**src/rtl/isa_cmd_pkg.sv**
```systemverilog
// Shared types for the expansion-bus command sequencer.
// Assumes: a cycle is exactly one of memory, I/O or refresh.
package isa_cmd_pkg;

    typedef enum logic [1:0] {
        KIND_MEM = 2'd0,
        KIND_IO  = 2'd1,
        KIND_REF = 2'd2
    } cyc_kind_e;

    typedef enum logic [1:0] {
        ST_IDLE = 2'd0,
        ST_ALE  = 2'd1,
        ST_CMD  = 2'd2
    } seq_state_e;

endpackage

```
**src/rtl/isa_cmd_width.sv**
```systemverilog
// Command width timer.
// Counts the clocks of the active command and raises `finish` on the clock
// whose edge ends it. The command ends on the long or short width, or after
// the minimum width under zero-wait, and only while the channel is ready.
// Assumes: `active` is high for the whole command, low between transfers.
module isa_cmd_width #(
    parameter int W16  = 4,
    parameter int W8   = 6,
    parameter int WMIN = 2
) (
    input  logic clk,
    input  logic rst_n,
    input  logic active,
    input  logic narrow,
    input  logic zws_n,
    input  logic iochrdy,
    output logic finish
);
    localparam int LONGEST = (W16 > W8) ? W16 : W8;
    localparam int CNT_W   = $clog2(LONGEST + 1) + 1;

    logic [CNT_W-1:0] cnt;
    logic [CNT_W-1:0] limit;
    logic             width_met;

    // Select the nominal width of the current transfer.
    always_comb begin
        limit     = narrow ? CNT_W'(W8) : CNT_W'(W16);
        width_met = (cnt >= limit) || (!zws_n && (cnt >= CNT_W'(WMIN)));
        finish    = active && iochrdy && width_met;
    end

    // Count command clocks, starting at one and saturating at the longest width.
    always_ff @(posedge clk) begin
        if (!rst_n) begin
            cnt <= CNT_W'(1);
        end else if (!active || finish) begin
            cnt <= CNT_W'(1);
        end else if (cnt < CNT_W'(LONGEST)) begin
            cnt <= cnt + CNT_W'(1);
        end
    end

endmodule

```
**src/rtl/isa_cmd_strobe.sv**
```systemverilog
// Command and qualifier strobe decode.
// Turns the sequencer phase and the latched cycle attributes into the
// active-low bus strobes and the DMA address enable.
// Assumes: inputs come from registers, so the strobes change only on edges.
module isa_cmd_strobe
    import isa_cmd_pkg::*;
(
    input  cyc_kind_e kind,
    input  logic      cmd_on,
    input  logic      busy,
    input  logic      write,
    input  logic      dma,
    input  logic      below_low,
    output logic      memr_n,
    output logic      memw_n,
    output logic      ior_n,
    output logic      iow_n,
    output logic      smemr_n,
    output logic      smemw_n,
    output logic      aen
);
    logic memr, memw, ior, iow;

    // Pick the one command that matches the cycle type and direction.
    always_comb begin
        memr = cmd_on && ((kind == KIND_REF) || ((kind == KIND_MEM) && !write));
        memw = cmd_on && (kind == KIND_MEM) && write;
        ior  = cmd_on && (kind == KIND_IO) && !write;
        iow  = cmd_on && (kind == KIND_IO) && write;
    end

    // Drive the low-active strobes and the low-megabyte qualifiers.
    always_comb begin
        memr_n  = !memr;
        memw_n  = !memw;
        ior_n   = !ior;
        iow_n   = !iow;
        smemr_n = !(memr && (below_low || (kind == KIND_REF)));
        smemw_n = !(memw && below_low);
        aen     = busy && dma;
    end

endmodule

```
**src/rtl/isa_cmd_seq.sv**
```systemverilog
// Cycle sequencer.
// Latches one request, steps through latch-enable and command phases per
// transfer, and splits a two-byte cycle on an 8-bit device into low byte
// then high byte. It steers bytes across the lanes and assembles read data.
// Assumes: `finish` comes from the width timer and is only high in ST_CMD.
module isa_cmd_seq
    import isa_cmd_pkg::*;
#(
    parameter int ADDR_W   = 24,
    parameter int LOW_BITS = 20,
    parameter int LANE_W   = 8
) (
    input  logic                  clk,
    input  logic                  rst_n,
    input  logic                  req_valid,
    input  logic [ADDR_W-1:0]     req_addr,
    input  logic                  req_write,
    input  logic                  req_io,
    input  logic                  req_refresh,
    input  logic                  req_dma,
    input  logic [1:0]            req_be,
    input  logic [2*LANE_W-1:0]   req_wdata,
    input  logic                  mcs16_n,
    input  logic [2*LANE_W-1:0]   sd_in,
    input  logic                  finish,
    output logic                  req_ready,
    output logic                  in_ale,
    output logic                  in_cmd,
    output logic                  busy,
    output cyc_kind_e             kind,
    output logic                  write,
    output logic                  dma,
    output logic                  narrow,
    output logic                  below_low,
    output logic                  upper_lane,
    output logic [ADDR_W-1:0]     sa,
    output logic [2*LANE_W-1:0]   sd_out,
    output logic                  done,
    output logic [2*LANE_W-1:0]   rdata
);
    localparam int DATA_W = 2 * LANE_W;

    seq_state_e          state;
    logic [ADDR_W-1:1]   addr_q;
    logic [1:0]          be_q;
    logic [DATA_W-1:0]   wdata_q;
    logic                wide_q;
    logic                part_q;
    logic                cur_high;
    logic                second_due;
    cyc_kind_e           req_kind;

    // Classify the incoming request; refresh wins over the I/O flag.
    always_comb begin
        if (req_refresh)  req_kind = KIND_REF;
        else if (req_io)  req_kind = KIND_IO;
        else              req_kind = KIND_MEM;
    end

    // Derive lane selection and the split decision from the latched cycle.
    always_comb begin
        cur_high   = part_q || (be_q == 2'b10);
        second_due = (kind != KIND_REF) && !wide_q && (be_q == 2'b11) && !part_q;
        req_ready  = (state == ST_IDLE);
        in_ale     = (state == ST_ALE);
        in_cmd     = (state == ST_CMD);
        busy       = (state != ST_IDLE);
        narrow     = !(wide_q || (kind == KIND_REF));
        below_low  = (addr_q[ADDR_W-1:LOW_BITS] == '0);
        upper_lane = in_cmd && (kind == KIND_MEM) && wide_q && be_q[1];
    end

    // Present the lane-adjusted address and the write lanes.
    always_comb begin
        sa = {addr_q, (kind != KIND_REF) && cur_high};
        if (wide_q) begin
            sd_out = wdata_q;
        end else begin
            sd_out = {{LANE_W{1'b0}},
                      cur_high ? wdata_q[DATA_W-1:LANE_W] : wdata_q[LANE_W-1:0]};
        end
    end

    // Phase sequencing, request capture and read-data assembly.
    always_ff @(posedge clk) begin
        if (!rst_n) begin
            state   <= ST_IDLE;
            addr_q  <= '0;
            be_q    <= '0;
            wdata_q <= '0;
            wide_q  <= 1'b0;
            part_q  <= 1'b0;
            kind    <= KIND_MEM;
            write   <= 1'b0;
            dma     <= 1'b0;
            done    <= 1'b0;
            rdata   <= '0;
        end else begin
            done <= 1'b0;
            unique case (state)
                ST_IDLE: begin
                    if (req_valid) begin
                        addr_q  <= req_addr[ADDR_W-1:1];
                        be_q    <= req_be;
                        wdata_q <= req_wdata;
                        kind    <= req_kind;
                        write   <= req_write && !req_refresh;
                        dma     <= req_dma && !req_refresh;
                        wide_q  <= 1'b0;
                        part_q  <= 1'b0;
                        rdata   <= '0;
                        state   <= ST_ALE;
                    end
                end
                ST_ALE: begin
                    if (!part_q) begin
                        wide_q <= (kind == KIND_MEM) && !mcs16_n;
                    end
                    state <= ST_CMD;
                end
                ST_CMD: begin
                    if (finish) begin
                        if (!write && (kind != KIND_REF)) begin
                            if (wide_q) begin
                                rdata <= {be_q[1] ? sd_in[DATA_W-1:LANE_W] : {LANE_W{1'b0}},
                                          be_q[0] ? sd_in[LANE_W-1:0]      : {LANE_W{1'b0}}};
                            end else if (cur_high) begin
                                rdata[DATA_W-1:LANE_W] <= sd_in[LANE_W-1:0];
                            end else begin
                                rdata[LANE_W-1:0] <= sd_in[LANE_W-1:0];
                            end
                        end
                        if (second_due) begin
                            part_q <= 1'b1;
                            state  <= ST_ALE;
                        end else begin
                            done  <= 1'b1;
                            state <= ST_IDLE;
                        end
                    end
                end
                default: state <= ST_IDLE;
            endcase
        end
    end

endmodule

```
**src/rtl/isa_cmd_gen.sv**
```systemverilog
// Expansion-bus command generator, top level.
// Connects the cycle sequencer, the command width timer and the strobe
// decode. One cycle is in flight at a time.
// Assumes: bus inputs are synchronous to clk.
module isa_cmd_gen
    import isa_cmd_pkg::*;
#(
    parameter int ADDR_W   = 24,
    parameter int LOW_BITS = 20,
    parameter int LANE_W   = 8,
    parameter int W16      = 4,
    parameter int W8       = 6,
    parameter int WMIN     = 2
) (
    input  logic                clk,
    input  logic                rst_n,
    input  logic                req_valid,
    output logic                req_ready,
    input  logic [ADDR_W-1:0]   req_addr,
    input  logic                req_write,
    input  logic                req_io,
    input  logic                req_refresh,
    input  logic                req_dma,
    input  logic [1:0]          req_be,
    input  logic [2*LANE_W-1:0] req_wdata,
    output logic                done,
    output logic [2*LANE_W-1:0] rdata,
    output logic                ale,
    output logic [ADDR_W-1:0]   sa,
    output logic                bhe_n,
    output logic                memr_n,
    output logic                memw_n,
    output logic                ior_n,
    output logic                iow_n,
    output logic                smemr_n,
    output logic                smemw_n,
    output logic                aen,
    output logic [2*LANE_W-1:0] sd_out,
    input  logic [2*LANE_W-1:0] sd_in,
    input  logic                mcs16_n,
    input  logic                zws_n,
    input  logic                iochrdy
);
    cyc_kind_e kind;
    logic      in_cmd, busy, write, dma, narrow, below_low, upper_lane, finish;

    isa_cmd_seq #(
        .ADDR_W   (ADDR_W),
        .LOW_BITS (LOW_BITS),
        .LANE_W   (LANE_W)
    ) u_seq (
        .clk        (clk),
        .rst_n      (rst_n),
        .req_valid  (req_valid),
        .req_addr   (req_addr),
        .req_write  (req_write),
        .req_io     (req_io),
        .req_refresh(req_refresh),
        .req_dma    (req_dma),
        .req_be     (req_be),
        .req_wdata  (req_wdata),
        .mcs16_n    (mcs16_n),
        .sd_in      (sd_in),
        .finish     (finish),
        .req_ready  (req_ready),
        .in_ale     (ale),
        .in_cmd     (in_cmd),
        .busy       (busy),
        .kind       (kind),
        .write      (write),
        .dma        (dma),
        .narrow     (narrow),
        .below_low  (below_low),
        .upper_lane (upper_lane),
        .sa         (sa),
        .sd_out     (sd_out),
        .done       (done),
        .rdata      (rdata)
    );

    isa_cmd_width #(
        .W16  (W16),
        .W8   (W8),
        .WMIN (WMIN)
    ) u_width (
        .clk     (clk),
        .rst_n   (rst_n),
        .active  (in_cmd),
        .narrow  (narrow),
        .zws_n   (zws_n),
        .iochrdy (iochrdy),
        .finish  (finish)
    );

    isa_cmd_strobe u_strobe (
        .kind      (kind),
        .cmd_on    (in_cmd),
        .busy      (busy),
        .write     (write),
        .dma       (dma),
        .below_low (below_low),
        .memr_n    (memr_n),
        .memw_n    (memw_n),
        .ior_n     (ior_n),
        .iow_n     (iow_n),
        .smemr_n   (smemr_n),
        .smemw_n   (smemw_n),
        .aen       (aen)
    );

    // Byte-high enable is low-active on the bus.
    assign bhe_n = !upper_lane;

endmodule

```
**config.mk**
```make
export PLATFORM = sky130hd
export DESIGN_NAME = isa_cmd_gen
export DESIGN_NICKNAME = d
export VERILOG_FILES = /design/src/rtl/isa_cmd_pkg.sv /design/src/rtl/isa_cmd_width.sv /design/src/rtl/isa_cmd_strobe.sv /design/src/rtl/isa_cmd_seq.sv /design/src/rtl/isa_cmd_gen.sv
export SDC_FILE = /design/constraint.sdc
export NUM_CORES = 1
export LEC_CHECK = 0
export BUFFER_PORTS_ARGS = -buffer_cell sky130_fd_sc_hd__buf_2
export CAP_MARGIN = 5
export CORE_ASPECT_RATIO = 1.75
export CORE_MARGIN = 2
export CORE_UTILIZATION = 47
export DETAILED_ROUTE_END_ITERATION = 8
export PLACE_DENSITY = 0.75
export SETUP_SLACK_MARGIN = 0.2
export SLEW_MARGIN = 0
export SYNTH_ARGS = -nofsm -noshare
export SYNTH_HDL_FRONTEND = slang
export SYNTH_SLANG_ARGS = --single-unit
```
**constraint.sdc**
```tcl
create_clock -name clk -period 2.38 [get_ports clk]
set_clock_uncertainty 0.15 [all_clocks]
set_input_delay 0.238 -clock clk [delete_from_list [all_inputs] [get_ports clk]]
set_output_delay 0.238 -clock clk [all_outputs]
set_load 0.02 [all_outputs]
```
Word-level counts from Yosys, hierarchy flattened
Cells that the tools add are included.
{"block": "op_classes", "add_sub_neg": 1, "magnitude_cmp": 3, "n_eq_ne": 14, "n_mux": 25, "n_bitwise": 1, "n_reduce_logical": 57}
{"operator": "2-to-1 mux 16 bit", "count": 5}
{"operator": "2-to-1 mux 8 bit", "count": 5}
{"operator": "case mux 16 bit (2 select lines)", "count": 1}
{"operator": "logical AND 1 bit", "count": 23}
{"operator": "logical NOT 1 bit", "count": 14}
{"operator": "!= test 2 bit (second input constant)", "count": 6}
{"operator": "AND reduction 5 bit", "count": 2}
{"operator": "== test 2 bit (second input constant)", "count": 4}
{"operator": "2-to-1 mux 2 bit", "count": 4}
{"operator": "2-to-1 mux 1 bit", "count": 7}
{"operator": "logical OR 1 bit", "count": 6}
{"operator": "!= test 3 bit (second input constant)", "count": 2}
{"operator": "case mux 2 bit (3 select lines)", "count": 1}
{"operator": "AND reduction 3 bit", "count": 2}
{"operator": "nonzero test 2 bit", "count": 3}
{"operator": "adder 4 x 1 -> 4 bit (second input constant)", "count": 1}
{"operator": "== test 2 x 1 -> 1 bit (second input constant)", "count": 2}
{"operator": "greater-or-equal comparator 4 x 2 -> 1 bit (second input constant)", "count": 1}
{"operator": "greater-or-equal comparator 4 bit", "count": 1}
{"operator": "logical NOT 2 bit", "count": 2}
{"operator": "logical NOT 4 bit", "count": 1}
{"operator": "less-than comparator 4 x 3 -> 1 bit (second input constant)", "count": 1}
{"operator": "case mux 1 bit (2 select lines)", "count": 2}
{"operator": "AND reduction 2 bit", "count": 2}
{"operator": "other kinds (3)", "count": 3}
{"block": "word_totals", "register_bits": 70, "in_bits": 68, "output_inout_bits": 67, "elab_cells": 114}

Logic depth before layout (Yosys ltp)
{"block": "logic_depth", "word_depth": 8, "depth_mapped": 9, "depth_no_buf": 8}

Hierarchy
A second synthesis with hierarchy kept.
{"block": "hier_totals", "cells_unflattened": 388, "area_unflattened_um2": 3134.3}
{"module": "isa_cmd_seq", "instances": 1, "cells_each": 352, "area_per_inst_um2": 2800.2, "seq_area_each_um2": 1321.3}
{"module": "isa_cmd_width", "instances": 1, "cells_each": 24, "area_per_inst_um2": 256.5, "seq_area_each_um2": 80.1}
{"module": "isa_cmd_strobe", "instances": 1, "cells_each": 11, "area_per_inst_um2": 73.8, "seq_area_each_um2": 0.0}
{"module": "isa_cmd_gen", "instances": 1, "cells_each": 1, "area_per_inst_um2": 3.8, "seq_area_each_um2": 0.0}

Worst setup path before layout
Ideal clock, no wire load.
{"block": "synth_path", "path_kind": "register to register", "from": "register u_seq.kind[1]", "to": "register u_seq.rdata[0]", "setup_ps": 72, "arrival_time_ps": 1851, "t_required_ps": 2158, "path_slack_ps": 307, "stages_incl_launch_ff": 10, "path_buffers": 1, "period_less_slack_ps": 2073, "cell_sequence": "dfxtp_1 > nor2b_2 > nor2_1 > ha_1 > nand2b_1 > a31oi_1 > a21oi_1 > a221o_1 > buf_6 > mux2i_1"}
{"block": "synth_via", "elab_chain_len": 8, "word_cells_on_any_way": 11, "classes_between": "1 x order compare; 4 x eq/ne; 1 x mux; 5 x reduce/logical"}
{"element": "start: declaration", "line_no": "isa_cmd_seq.sv:30", "rtl": "output cyc_kind_e kind,"}
{"element": "start signal: assignment", "line_no": "isa_cmd_seq.sv:106", "rtl": "kind <= req_kind;"}
{"element": "== test 2 bit", "line_no": "isa_cmd_seq.sv:68", "rtl": "narrow = !(wide_q || (kind == KIND_REF));"}
{"element": "logical OR 1 bit", "line_no": "isa_cmd_seq.sv:68"}
{"element": "2-to-1 mux 2 bit", "line_no": "isa_cmd_width.sv:28", "rtl": "limit = narrow ? CNT_W'(W8) : CNT_W'(W16);"}
{"element": "greater-or-equal comparator 4 bit", "line_no": "isa_cmd_width.sv:29", "rtl": "width_met = (cnt >= limit) || (!zws_n && (cnt >= CNT_W'(WMIN)));"}
{"element": "logical OR 1 bit", "line_no": "isa_cmd_width.sv:29"}
{"element": "logical AND 1 bit", "line_no": "isa_cmd_width.sv:30", "rtl": "finish = active && iochrdy && width_met;"}
{"element": "!= test 2 bit (no source line)"}
{"element": "AND reduction 5 bit (no source line) *"}
{"element": "end signal: assignment", "line_no": "isa_cmd_seq.sv:125", "rtl": "rdata <= {be_q[1] ? sd_in[DATA_W-1:LANE_W] : {LANE_W{1'b0}},"}
{"element": "end signal: indexed assignment", "line_no": "isa_cmd_seq.sv:128", "rtl": "rdata[DATA_W-1:LANE_W] <= sd_in[LANE_W-1:0];"}
{"element": "end signal: indexed assignment", "line_no": "isa_cmd_seq.sv:130", "rtl": "rdata[LANE_W-1:0] <= sd_in[LANE_W-1:0];"}
{"element": "end: declaration", "line_no": "isa_cmd_seq.sv:39", "rtl": "output logic [2*LANE_W-1:0] rdata"}
Mark *: on every way between the ends. The rest lies on a longest branch, timed or not.
A chain may end at the register's enable or synchronous reset.

Worst setup path after layout
Same ends and word-level chain as after synthesis.

==> reports/results.ini <==
[setup_path]
critical_path.endpoint_type=register
rr_startpoint=u_seq.kind[1]$_SDFFE_PN0P_
critPathLaunchType=register
cp_max_fo=8
crit_arrival_ns=2.16
r2r_end=u_seq.rdata[0]$_SDFFE_PN0P_
cp.required_ns=2.44
path_class=register to register
ff2ff_setup_slack_ns=0.28
crit_start=u_seq.kind[1]$_SDFFE_PN0P_
reg2reg_depth=8

[global_route]
grt_pass1_vias=3016
antenna_found_initial=0
groute.usage.overall_pct=23.03
grt_pass1_wl_mm=13.27
grt_max_degree=41
overflow=0

[clocking]
tritoncts=built
clock-sinks=70
path_clk_slew_ns=0.05
cts_buffers=9
insertion_delay_ns=0.33
h-tree-depth=3
cts_buffer_depth=2
cts_root_buf=clkbuf_16

[floorplanning]
coreArea_sq_um=6490
rows=39
die_h_um=112.2
fp.dieW_um=65.81
die-area_sq_um=7380
ios=135
start_util_pct=48.41

[power_and_ir_drop]
vdd_drop_max_uv=622.1
powerDensity_nw_per_um2=700.6
power.leakage_nw=2.034

[finish]
areaGrowthSynthToFinish_pct=37.24
multiInputGateArea_sq_um=1594
final_cell_area_sq_um=4312
fill_cells=558
drive_gt1_share_pct=33.14
fin_cells=610
layout_common_cells=buf_2 (133), nand2_1 (127), dfxtp_1 (70)
finalNetCount=594
antenna_cells=0
fin_util_pct=66.44
layout_commonest_cell=buf_2
final-seq-area_sq_um=1401

[synth]
yosysSeqAreaShare_pct=44.60
ys.flop_type=dfxtp_1
syn_area_sq_um=3142
synth_edf_count=0
syn_area_per_cell_sq_um=8.225
synthCells=382
yosysTopAreaCell=dfxtp_1
synth_top_area_share_pct=44.60
async_flop_share_pct=0
synth.distinct_cells=36
synth_top_cells_by_area=dfxtp_1 (45%), nand2_1 (15%), a21boi_0 (11%), mux2i_1 (5.1%), mux2_2 (2.9%)
ys.warnings.count=0
syn_nets=452
ys_seq_elements=70

[min_path]
hold_path_depth=3
hold_end=u_seq.wdata_q[3]$_SDFFE_PN0P_
hp-class=primary input to register
hold_start=req_wdata[3]

[run]
drv_cap=0

[sta]
tightest_slew_ns=0.5680
period_minus_slack_ns=2.101
period_share_pct=88.26
fin_setup_tns_ns=0
finalHoldViolations=0
clock.fmax_mhz=476.1
rsz0062_at_grt=false
setup_viol=0
relSlewSlack_pct=61.78
slew_violations=0

[placement]
dp_hpwl_mm=5.750
port-buffer-count=133
place.gp.congestion=0.8762
dp.cells=584
place_area_sq_um=3896

[status]
status=finished, final reports clean

[routing]
dr.first_iter.drc_count=157
via_count=3071
first_pass_iters=4
ant_nets=0
viasPerCell=5.034
routed_wl_mm=8.175
drc_errors=0
routedWlPerCell_um=13.40

how the worst max path moves through the flow:
stage                                             end  slack [ns]  cells after the start
after floorplan           u_seq.rdata[0]$_SDFFE_PN0P_        0.31                      9
after global placement    u_seq.rdata[0]$_SDFFE_PN0P_        0.13                      8
after detailed placement  u_seq.rdata[7]$_SDFFE_PN0P_        0.03                      8
after CTS                 u_seq.rdata[7]$_SDFFE_PN0P_        0.20                      8
after global routing      u_seq.rdata[7]$_SDFFE_PN0P_        0.18                      8
final                     u_seq.rdata[0]$_SDFFE_PN0P_        0.28                      8
power by group:
| part | leakage (nW) | total, W | internal (W) | switching [W] |
|---|---|---|---|---|
| clock network | 0.142 | 0.00126 | 0.000813 | 0.000448 |
| logic | 1.32 | 0.000487 | 0.000206 | 0.000280 |
| registers | 0.571 | 0.00127 | 0.00124 | 0.0000372 |
| total | 2.03 | 0.00302 | 0.00226 | 0.000765 |
sequential cells by signal, indices dropped and copies added (netlist names):
signal	cells
u_seq.addr_q	23
u_seq.be_q	2
u_seq.dma	1
u_seq.done	1
u_seq.kind	2
u_seq.part_q	1
u_seq.rdata	16
u_seq.state	2
u_seq.wdata_q	16
u_seq.wide_q	1
u_seq.write	1
u_width.cnt	4
routing by layer:
metal  track usage (%)  wire, um  up-vias
li1                  -         -     1540
met1             25.05      3223     1400
met2             40.47      4245      112
met3             6.713       514       19
met4             9.583       191        0
met5                 0         0        -
repair_timing:
item | in CTS | in global routing
endpoints found under the hold margin | 10 | 0
pin swaps | 1 | 1
setup buffers | 0 | 1
gates resized for setup | 3 | 3
hold buffers | 10 | 0
setup endpoints to repair | 18 | 24
cell usage after synthesis, types with 2 or more instances:
library cell and instances:
nor2_1 7, nor2b_2 2, o21bai_1 2, inv_1 11, and2_1 10, nor3_1 2
o21ai_0 10, mux2_2 8, nor2_2 2, buf_2 10, nand2b_1 3, a31oi_1 2
mux2i_1 16, nand3b_1 3, nand3_1 12, buf_6 2, a21oi_1 4, a21boi_0 45
and2b_1 2, ha_1 2, nand4b_1 2, nand2_1 127, dfxtp_1 70, clkbuf_1 11
nor4_1 3, nor2b_1 4
per-stage QoR:
step                      setup WS [ns]  hold WS [ns]  power [W]
after floorplan                  0.3070        0.2268   0.001597
after global routing             0.1820       0.01333   0.003147
after detailed placement        0.02876        0.3014   0.001767
final                            0.2794       0.01036   0.003021
after CTS                        0.2012     0.0001569   0.003052
after global placement           0.1284        0.2918   0.001756
worst max-delay path, cell delays in order, from the launching register on:
cell and delay [ns]:
dfxtp_1 0.33, nor2b_4 0.17, nor2_1 0.08, ha_1 0.28, nand2b_1 0.05, a31oi_1 0.21, a21oi_2 0.08, a221o_2 0.48
mux2i_1 0.16
cells by family (layout without fill, tap and decap cells):
| family | after synthesis | in the layout | share of synthesized area [%] |
|---|---|---|---|
| adders and majority gates | 2 | 2 | 0.7964 |
| muxes | 24 | 24 | 7.965 |
| and+or+nand+nor | 182 | 182 | 25.81 |
| AOI/OAI and AO/OA | 68 | 68 | 15.37 |
| xor gates and xnor gates | 1 | 1 | 0.2788 |
| buffers and inverters | 35 | 181 | 5.177 |
| DFF | 70 | 70 | 44.60 |
area by class of cell:
type	count	area share [%]
flip-flops and latches	70	32.50
inverters	11	0.9576
repair buffers	155	20.52
multi-input cells	277	36.97
clock buffers	15	6.674
well taps	82	2.380
(Power assumes the default switching activity.)
